File: src/rtl/dirptr_pkg.sv
package dirptr_pkg;
   localparam int unsigned DP_DATA_W   = 64;
   localparam int unsigned DP_MODE_W   = 4;
   localparam int unsigned DP_ROOT_W   = 44;
   localparam int unsigned DP_ROOT_LSB = 10;
   localparam int unsigned DP_BUSY_BIT = 4;
   localparam int unsigned DP_ROOT_MSB = DP_ROOT_LSB + DP_ROOT_W - 1;

   typedef logic [DP_MODE_W-1:0] dmode_t;
   typedef logic [DP_ROOT_W-1:0] droot_t;

   localparam dmode_t DM_OFF  = 4'd0;
   localparam dmode_t DM_BARE = 4'd1;
   localparam dmode_t DM_L1   = 4'd2;
   localparam dmode_t DM_L3   = 4'd4;

   function automatic logic is_table(input dmode_t m);
      return (m >= DM_L1) && (m <= DM_L3);
   endfunction
endpackage

File: src/rtl/dirptr_legalize.sv
module dirptr_legalize
   import dirptr_pkg::*;
#(
   parameter int unsigned MAX_LEVELS = 2
) (
   input  dmode_t req_mode,
   output dmode_t legal_mode
);
   localparam dmode_t TOP_MODE = dmode_t'(MAX_LEVELS + 1);

   logic [7:0] code_ok;

   assign code_ok[0] = 1'b1;
   assign code_ok[1] = 1'b1;
   for (genvar g = 2; g < 8; g++) begin : g_ok
      if (g <= MAX_LEVELS + 1) begin : g_sup
         assign code_ok[g] = 1'b1;
      end else begin : g_uns
         assign code_ok[g] = 1'b0;
      end
   end

   always_comb begin
      if (req_mode > DM_L3)
         legal_mode = DM_OFF;
      else if (code_ok[req_mode[2:0]])
         legal_mode = req_mode;
      else
         legal_mode = TOP_MODE;
   end
endmodule

File: src/rtl/dirptr_busy_timer.sv
module dirptr_busy_timer #(
   parameter int unsigned BUSY_CYCLES = 4
) (
   input  logic clk,
   input  logic rst_n,
   input  logic start,
   output logic busy
);
   localparam int unsigned CNT_W = $clog2(BUSY_CYCLES + 1);
   localparam logic [CNT_W-1:0] CNT_LOAD = CNT_W'(BUSY_CYCLES);

   logic [CNT_W-1:0] remain;

   always_ff @(posedge clk) begin
      if (!rst_n)
         remain <= '0;
      else if (start)
         remain <= CNT_LOAD;
      else if (remain != '0)
         remain <= remain - 1'b1;
   end

   assign busy = (remain != '0);
endmodule

File: src/rtl/dirptr_root_sel.sv
module dirptr_root_sel
   import dirptr_pkg::*;
#(
   parameter bit     FIXED_ROOT_EN = 1'b1,
   parameter droot_t FIXED_ROOT    = '0
) (
   input  dmode_t new_mode,
   input  droot_t wr_root,
   output droot_t next_root
);
   if (FIXED_ROOT_EN) begin : g_fixed
      assign next_root = is_table(new_mode) ? wr_root : FIXED_ROOT;
   end else begin : g_free
      assign next_root = wr_root;
   end
endmodule

File: src/rtl/dirptr_ctrl.sv
module dirptr_ctrl
   import dirptr_pkg::*;
#(
   parameter int unsigned MAX_LEVELS    = 2,
   parameter int unsigned BUSY_CYCLES   = 4,
   parameter bit          FIXED_ROOT_EN = 1'b1,
   parameter logic [43:0] FIXED_ROOT    = 44'h000_00AB_CDE1
) (
   input  logic        clk,
   input  logic        rst_n,
   input  logic        wr_en,
   input  logic [63:0] wr_data,
   output logic [63:0] rd_data,
   output logic [3:0]  mode_o,
   output logic [43:0] root_o,
   output logic        busy_o
);
   if (MAX_LEVELS < 1 || MAX_LEVELS > 3) begin : g_bad_levels
      $error("dirptr_ctrl: MAX_LEVELS must be 1, 2 or 3");
   end
   if (BUSY_CYCLES < 1) begin : g_bad_busy
      $error("dirptr_ctrl: BUSY_CYCLES must be at least 1");
   end

   dmode_t cur_mode, legal_mode;
   droot_t cur_root, next_root;
   logic   busy, blocked, accept, start;

   dirptr_legalize #(.MAX_LEVELS(MAX_LEVELS)) u_legal (
      .req_mode   (wr_data[DP_MODE_W-1:0]),
      .legal_mode (legal_mode)
   );

   dirptr_root_sel #(.FIXED_ROOT_EN(FIXED_ROOT_EN), .FIXED_ROOT(FIXED_ROOT)) u_root (
      .new_mode  (legal_mode),
      .wr_root   (wr_data[DP_ROOT_MSB:DP_ROOT_LSB]),
      .next_root (next_root)
   );

   assign blocked = is_table(cur_mode) && is_table(legal_mode) && (legal_mode != cur_mode);
   assign accept  = wr_en && !busy && !blocked;
   assign start   = accept && (legal_mode != cur_mode);

   dirptr_busy_timer #(.BUSY_CYCLES(BUSY_CYCLES)) u_busy (
      .clk   (clk),
      .rst_n (rst_n),
      .start (start),
      .busy  (busy)
   );

   always_ff @(posedge clk) begin
      if (!rst_n) begin
         cur_mode <= DM_OFF;
         cur_root <= '0;
      end else if (accept) begin
         cur_mode <= legal_mode;
         cur_root <= next_root;
      end
   end

   always_comb begin
      rd_data = '0;
      rd_data[DP_MODE_W-1:0]          = cur_mode;
      rd_data[DP_BUSY_BIT]            = busy;
      rd_data[DP_ROOT_MSB:DP_ROOT_LSB] = cur_root;
   end

   assign mode_o = cur_mode;
   assign root_o = is_table(cur_mode) ? cur_root : '0;
   assign busy_o = busy;
endmodule

File: config.mk
export PLATFORM = sky130hd
export DESIGN_NAME = dirptr_ctrl
export DESIGN_NICKNAME = d
export VERILOG_FILES = /design/src/rtl/dirptr_pkg.sv /design/src/rtl/dirptr_legalize.sv /design/src/rtl/dirptr_busy_timer.sv /design/src/rtl/dirptr_root_sel.sv /design/src/rtl/dirptr_ctrl.sv
export SDC_FILE = /design/constraint.sdc
export NUM_CORES = 1
export LEC_CHECK = 0
export ABC_CLOCK_PERIOD_IN_PS = 7900
export BUFFER_PORTS_ARGS = -buffer_cell sky130_fd_sc_hd__buf_2
export CAP_MARGIN = 20
export CORE_MARGIN = 1
export CORE_UTILIZATION = 40
export CTS_CLUSTER_DIAMETER = 60
export DETAILED_ROUTE_END_ITERATION = 10
export PLACE_DENSITY_LB_ADDON = 0.05
export SLEW_MARGIN = 10
export SYNTH_ARGS = -nofsm -noshare
export SYNTH_HDL_FRONTEND = slang
export SYNTH_HIERARCHICAL = 1
export SYNTH_SLANG_ARGS = --single-unit
File: constraint.sdc
create_clock -name clk -period 7.9 [get_ports clk]
set_clock_uncertainty 0.15 [all_clocks]
set_input_delay 1.185 -clock clk [delete_from_list [all_inputs] [get_ports clk]]
set_output_delay 1.185 -clock clk [all_outputs]
set_load 0.02 [all_outputs]
After elaboration in Yosys (flattened, before gate mapping)
Memories as Yosys holds them, arrays and structs flattened.
Cells that the tools add are included.

storage, ports and cells
  register bits after elaboration = 51
  latch bits = 0
  RAM bits = 0
  bits in read-only memories = 8
  bits of input ports = 67
  output and inout port bits = 113
  word-level logic and storage cells = 33
  memories kept = 1

cells by class
  $add $sub $neg = 1
  multiply operators = 0
  div/mod/pow operators = 0
  magnitude comparators = 6
  equal/unequal tests = 1
  shifts and indexed selects = 0
  multiplexer cells = 7
  bitwise operators = 1
  reductions and logical operators = 12

memories
  name              depth  bits a word  read ports  clocked after Yosys merged registers in  wr ports  RTL line               text
  (name not given)  8      1            1           0                                        0         dirptr_legalize.sv:26  else if (code_ok[req_mode[2:0]])

operator list
  kind                 count
  $mux 44              2
  $ge 4x2->1 const B   2
  $le 4x3->1 const B   2
  $mux 4               2
  $logic_and 1x1->1    7
  $mux 3               2
  $gt 4x3->1 const B   1
  $lt 3x4->1 const B   1
  $ne 4x4->1           1
  $reduce_bool 3->1    1
  $sub 3x1->3 const B  1
  $logic_not 1->1      2
  $reduce_bool 2->1    1
  $reduce_or 2->1      1
  $mux 1               1
  $not 1->1            1

Logic depth before layout (Yosys ltp)
  word-level depth = 12
  gate-level depth with buffers = 11
  gate-level depth less buffers = 9

Modules after synthesis
The synthesis kept the hierarchy.

modules (own cells, without submodules)
  module             instances  cells each  area an instance (um^2)  sequential area each (um^2)
  dirptr_ctrl        1          292         2436.1                   960.9
  dirptr_root_sel    1          90          548.0                    0.0
  dirptr_busy_timer  1          18          167.7                    60.1
  dirptr_legalize    1          8           50.0                     0.0

Worst setup path after synthesis
OpenSTA, ideal clock, no wires.

  path kind = input port to flip-flop
  from = in wr_data[1]
  to = reg u_busy.remain[1]
  data arrival time = 3.230 ns
  required time = 7.664 ns
  setup slack = 4.435 ns
  stages on the path = 10
  buffers on the path = 2
  cell sequence = or3b_1 -> a21oi_1 -> xor2_1 -> nor4_1 -> o41a_1 -> buf_2 -> buf_6 -> nor2b_1 -> nand2b_1 -> a211oi_1

between the ends
  word-level cells in the longest chain between the ends = 12

ends and longest elaborated chain
  item                                             RTL line                 text
  start: declaration                               dirptr_ctrl.sv:12        input logic [63:0] wr_data,
  $mem_v2 8x1                                      -
  $mux 1 (not written as such)                     dirptr_legalize.sv:26
  $mux 4                                           dirptr_legalize.sv:26
  $mux 4 *                                         dirptr_legalize.sv:24    if (req_mode > DM_L3)
  named net legal_mode[1]                          dirptr_ctrl.sv:25        dmode_t cur_mode, legal_mode;
  $ge 4x2->1 / $le 4x3->1 (equally long branches)  dirptr_pkg.sv:18         return (m >= DM_L1) && (m <= DM_L3);
  $logic_and 1x1->1                                dirptr_pkg.sv:18
  $logic_and 1x1->1 (2 in a row)                   dirptr_ctrl.sv:40        assign blocked = is_table(cur_mode) && is_table(legal_mode) && (legal_mode != cur_mode);
  $logic_not 1->1                                  dirptr_ctrl.sv:41        assign accept = wr_en && !busy && !blocked;
  $logic_and 1x1->1                                dirptr_ctrl.sv:41
  $logic_and 1x1->1 *                              dirptr_ctrl.sv:42        assign start = accept && (legal_mode != cur_mode);
  named net start                                  dirptr_ctrl.sv:27        logic busy, blocked, accept, start;
  $reduce_or 2->1 (no line) *                      -
  end signal: assignment                           dirptr_busy_timer.sv:20  remain <= remain - 1'b1;
  end: declaration                                 dirptr_busy_timer.sv:12  logic [CNT_W-1:0] remain;

The timed path passes the listed nets; every way through them passes the cells marked *. The select of a mux whose other input is x is not followed.
A chain may end at the register's enable or synchronous reset.

Worst setup path after layout
  from = in wr_data[1]
  to = reg cur_root[13]

between the ends
  word-level cells in the longest chain between the ends = 10

ends and longest elaborated chain
  item                                             RTL line               text
  $mem_v2 8x1                                      -
  $mux 1 (not written as such)                     dirptr_legalize.sv:26
  $mux 4                                           dirptr_legalize.sv:26
  $mux 4 *                                         dirptr_legalize.sv:24
  named net legal_mode[1]                          dirptr_ctrl.sv:25
  $ge 4x2->1 / $le 4x3->1 (equally long branches)  dirptr_pkg.sv:18
  $logic_and 1x1->1                                dirptr_pkg.sv:18
  $logic_and 1x1->1 (2 in a row)                   dirptr_ctrl.sv:40
  $logic_not 1->1                                  dirptr_ctrl.sv:41
  $logic_and 1x1->1                                dirptr_ctrl.sv:41
  end signal: assignment                           dirptr_ctrl.sv:57      cur_root <= next_root;
  end: declaration                                 dirptr_ctrl.sv:26      droot_t cur_root, next_root;

Marked as above.

==> key figures <==
Synth
  – Post-Synth Adder-Cell Area: 1.17%
  – Simple-Gate Fraction of Synth Area: between 20 and 30%
  – Synthesized area per cell: 7.85 sq um
  – Largest family of logic cells by synthesized area: simple AND/OR/NAND/NOR gates
  – Largest area contributor in the netlist: dfxtp_1
  – Synth Cell Area: ~3200 sq um
  – Synth Area in XOR/XNOR: 1.37%
  – Synth unique cells: 27
  – Synth top area cells: dfxtp_1, mux2i_1, nand2_1
  – Yosys top cell area share: a little under a third
  – Complex-gate fraction of the synthesized area: around 9.8%
  – Mux contribution to synthesized area: approximately 15%
  – Yosys warnings: 6
  – Cell count after synthesis: about 400
  – Seq/Total Area, Yosys: 31.9%
  – Synthesized flop and latch total: around 50

STA
  – Final min period: 3870 ps
  – Final Hold Viols: 0
  – TNS Setup: 0 ps
  – Setup ws final: 4030 ps
  – Final worst path period share: between 40% and 50%
  – Fmax: between 200 and 300 MHz
  – Relative slew slack: -4.77%
  – Setup violators final: 0
  – Worst Max-Slew Pin Slew: approximately 1600 ps
  – Hold slack: approximately 320 ps
  – Max-slew violations: 45
  – RSZ-0062 raised after global routing: false

Critical path
  – Crit Reg-Reg Endpoint: cur_root[13]$_SDFFE_PN0P_
  – Arrival @ worst endpoint: approximately 4000 ps
  – Critical path endpoint: cur_root[13]$_SDFFE_PN0P_
  – Crit. Startpoint: wr_data[1]
  – Req. time, crit path: 7980 ps
  – Setup crit start kind: input port
  – Kind of critical path: input port to flip-flop
  – Critical Path Fanout Max: 39
  – R2R cell count: 8
  – Worst r2r src: u_busy/remain[0]$_SDFFE_PP0P_
  – Setup crit end kind: flip-flop
  – Reg2Reg Setup Slack: between 5000 and 6000 ps

Route
  – Via Count: between 2,000 and 3,000
  – Detailed Route WL: 7620 um
  – Starting DRC count in detailed routing: between 100 and 150
  – Drc violations: 0
  – TritonRoute pass-1 iters: 6
  – Mean number of vias per cell: 4.70
  – Routed WL per cell: between 10 and 15 um
  – Post-DRT Antenna Nets: 0

Placement
  – RD Place Congestion: around 0.73
  – IO buf count: between 100 and 150
  – Setup WS pre-CTS: about 3700 ps
  – Placed insts: around 620
  – HPWL after detailed placement: 4890 um
  – Placed Instance Area: 3810 sq um

CTS
  – # hold bufs at CTS: 0
  – Post-CTS setup buffers: 0
  – CTS tree: done
  – H-Tree Depth: 2
  – CTS Sinks: between 50 and 60
  – Worst skew pair latency: around 300 ps
  – Post-CTS sizing: 0
  – TritonCTS Buffers: 5
  – Clock Pin Slew Worst Setup and Hold Paths: about 90 ps
  – CTS max path bufs: 2
  – Root Driver: clkbuf_8

Cells and area
  – Area growth syn-to-layout: 22.2%
  – Ant diodes: 0
  – Post-layout instance area: 3910 sq um
  – Layout cell share with drive strength beyond 1: 30.7%
  – Post-layout net count: 594
  – Final Util: between 50% and 60%
  – Non-Filler Instances: ~630

Floorplan
  – Die H: roughly 90 um
  – DIE AREA: around 8400 sq um
  – Num ports: 180
  – Die X: 91.5 um
  – Core area: between 7000 and 8000 sq um
  – Std-Cell Rows: 32
  – Starting Density: roughly two fifths

Global routing
  – Grt met1 use: between 20% and 30%
  – Largest net degree at the start of global routing: 99
  – Vias in the first global route: roughly 2,400
  – Met3 usage: 4.27%
  – Grt ovf: 0
  – Met2 Use GR: 28.6%
  – Antenna violations before repair: 0
  – GRT Total Usage: roughly 18%
  – First-pass GRT wire length: 11,900 um
  – Busiest grt layer: met2

Power
  – P_leak: 1.97 nW
  – Overall Power: slightly below 0.9 mW
  – Worst vdd ir: roughly 0.00010 V
  – Sw frac: around 40%
  – Internal: between 0.5 and 0.6 mW
  – Clock power share: between 10% and 20%
  – Psw: between 0.3 and 0.4 mW
  – Combinational Power Share: between 40 and 50%
  – PwrDens: 229 nW/um^2
  – Sequential share of power: between 30% and 40%

Status
  – Status: complete, but fails checks
  – Failing checks: slew limit

Run
  – Maxcap violations: 0

Worst hold path
  – Hold crit path type: flip-flop to flip-flop
[worst min-delay path by stage]
| stage | start | end | slack (ps) | depth (start not counted) |
|---|---|---|---|---|
| floorplan | u_busy/remain[0]$_SDFFE_PP0P_ | u_busy/remain[0]$_SDFFE_PP0P_ | 330 | 2 |
| global placement | cur_root[35]$_SDFFE_PN0P_ | cur_root[35]$_SDFFE_PN0P_ | 300 | 2 |
| detailed placement | cur_root[36]$_SDFFE_PN0P_ | cur_root[36]$_SDFFE_PN0P_ | 310 | 2 |
| CTS | cur_root[40]$_SDFFE_PN0P_ | cur_root[40]$_SDFFE_PN0P_ | 320 | 2 |
| global route | cur_root[31]$_SDFFE_PN0P_ | cur_root[31]$_SDFFE_PN0P_ | 340 | 2 |
| finish | cur_root[35]$_SDFFE_PN0P_ | cur_root[35]$_SDFFE_PN0P_ | 320 | 2 |
[cell type report]
cell class | instances | area (sq um)
timing repair buffer | 151 | 763
multi-input combinational | 310 | 1880
clock buffer | 8 | 100
fill | 808 | 3820
tap | 102 | 128
inverter | 5 | 18.8
sequential | 51 | 1020
[power by group through the flow]
| stage | combinational (mW) | clock, mW | sequential, mW |
|---|---|---|---|
| after global placement | 0.393 | 0 | 0.337 |
| after CTS | 0.399 | 0.172 | 0.334 |
| after floorplan | 0.283 | 0 | 0.379 |
| after detailed placement | 0.399 | 0 | 0.339 |
| after global routing | 0.431 | 0.183 | 0.340 |
| final | 0.397 | 0.165 | 0.333 |
[state kept, by name (all words and copies together), names as in the netlist]
register / count
u_busy/remain: 3
mode_o: 4
cur_root: 44
[critical path, cell delays in order]
cell	delay, ps
buf_2	100
or3b_1	390
a21oi_1	430
xor2_1	120
nor4_1	400
o41a_2	410
buf_4	620
mux2i_1	260
[cells in the mapped netlist]
master and instances:
buf_2 5, or3b_1 2, nand2_1 95, nor3b_1 1, dfxtp_1 51, buf_6 4
xor2_1 5, mux2i_1 48, buf_4 25, a211o_1 14, nor2_1 4, clkbuf_1 23
inv_1 5, ha_1 3, and2_1 44, nand2b_1 34, nand3_1 1, mux2_1 1
o21ai_1 1, a211oi_1 1, nor2b_1 3, o21a_1 1, o41a_1 1, conb_1 2
nor4b_1 1, a21oi_1 32, nor4_1 1
[layer usage]
layer	wire length (um)	vias to the layer above
met5	0	-
met4	83	0
met3	536	7
met2	3500	105
met1	3500	1331
li1	-	1503
[kinds of logic after synthesis]
family / after synthesis
other cells: 2
xor+xnor: 5
compound gates: 50
simple gates: 186
mux: 49
flops: 51
buf+inv: 62
fa+ha+maj: 3
[placed cells by master (no fill, tap or decap), types with 5 or more instances in the layout]
cell type / count
buf_2: 148
xor2_1: 5
and2_1: 44
mux2i_1: 48
a21oi_1: 32
nand2b_1: 33
dfxtp_1: 51
clkbuf_8: 7
nand2_1: 95
conb_1: 17
a211o_1: 14
inv_1: 5
Power figures use the tool's default switching activity.
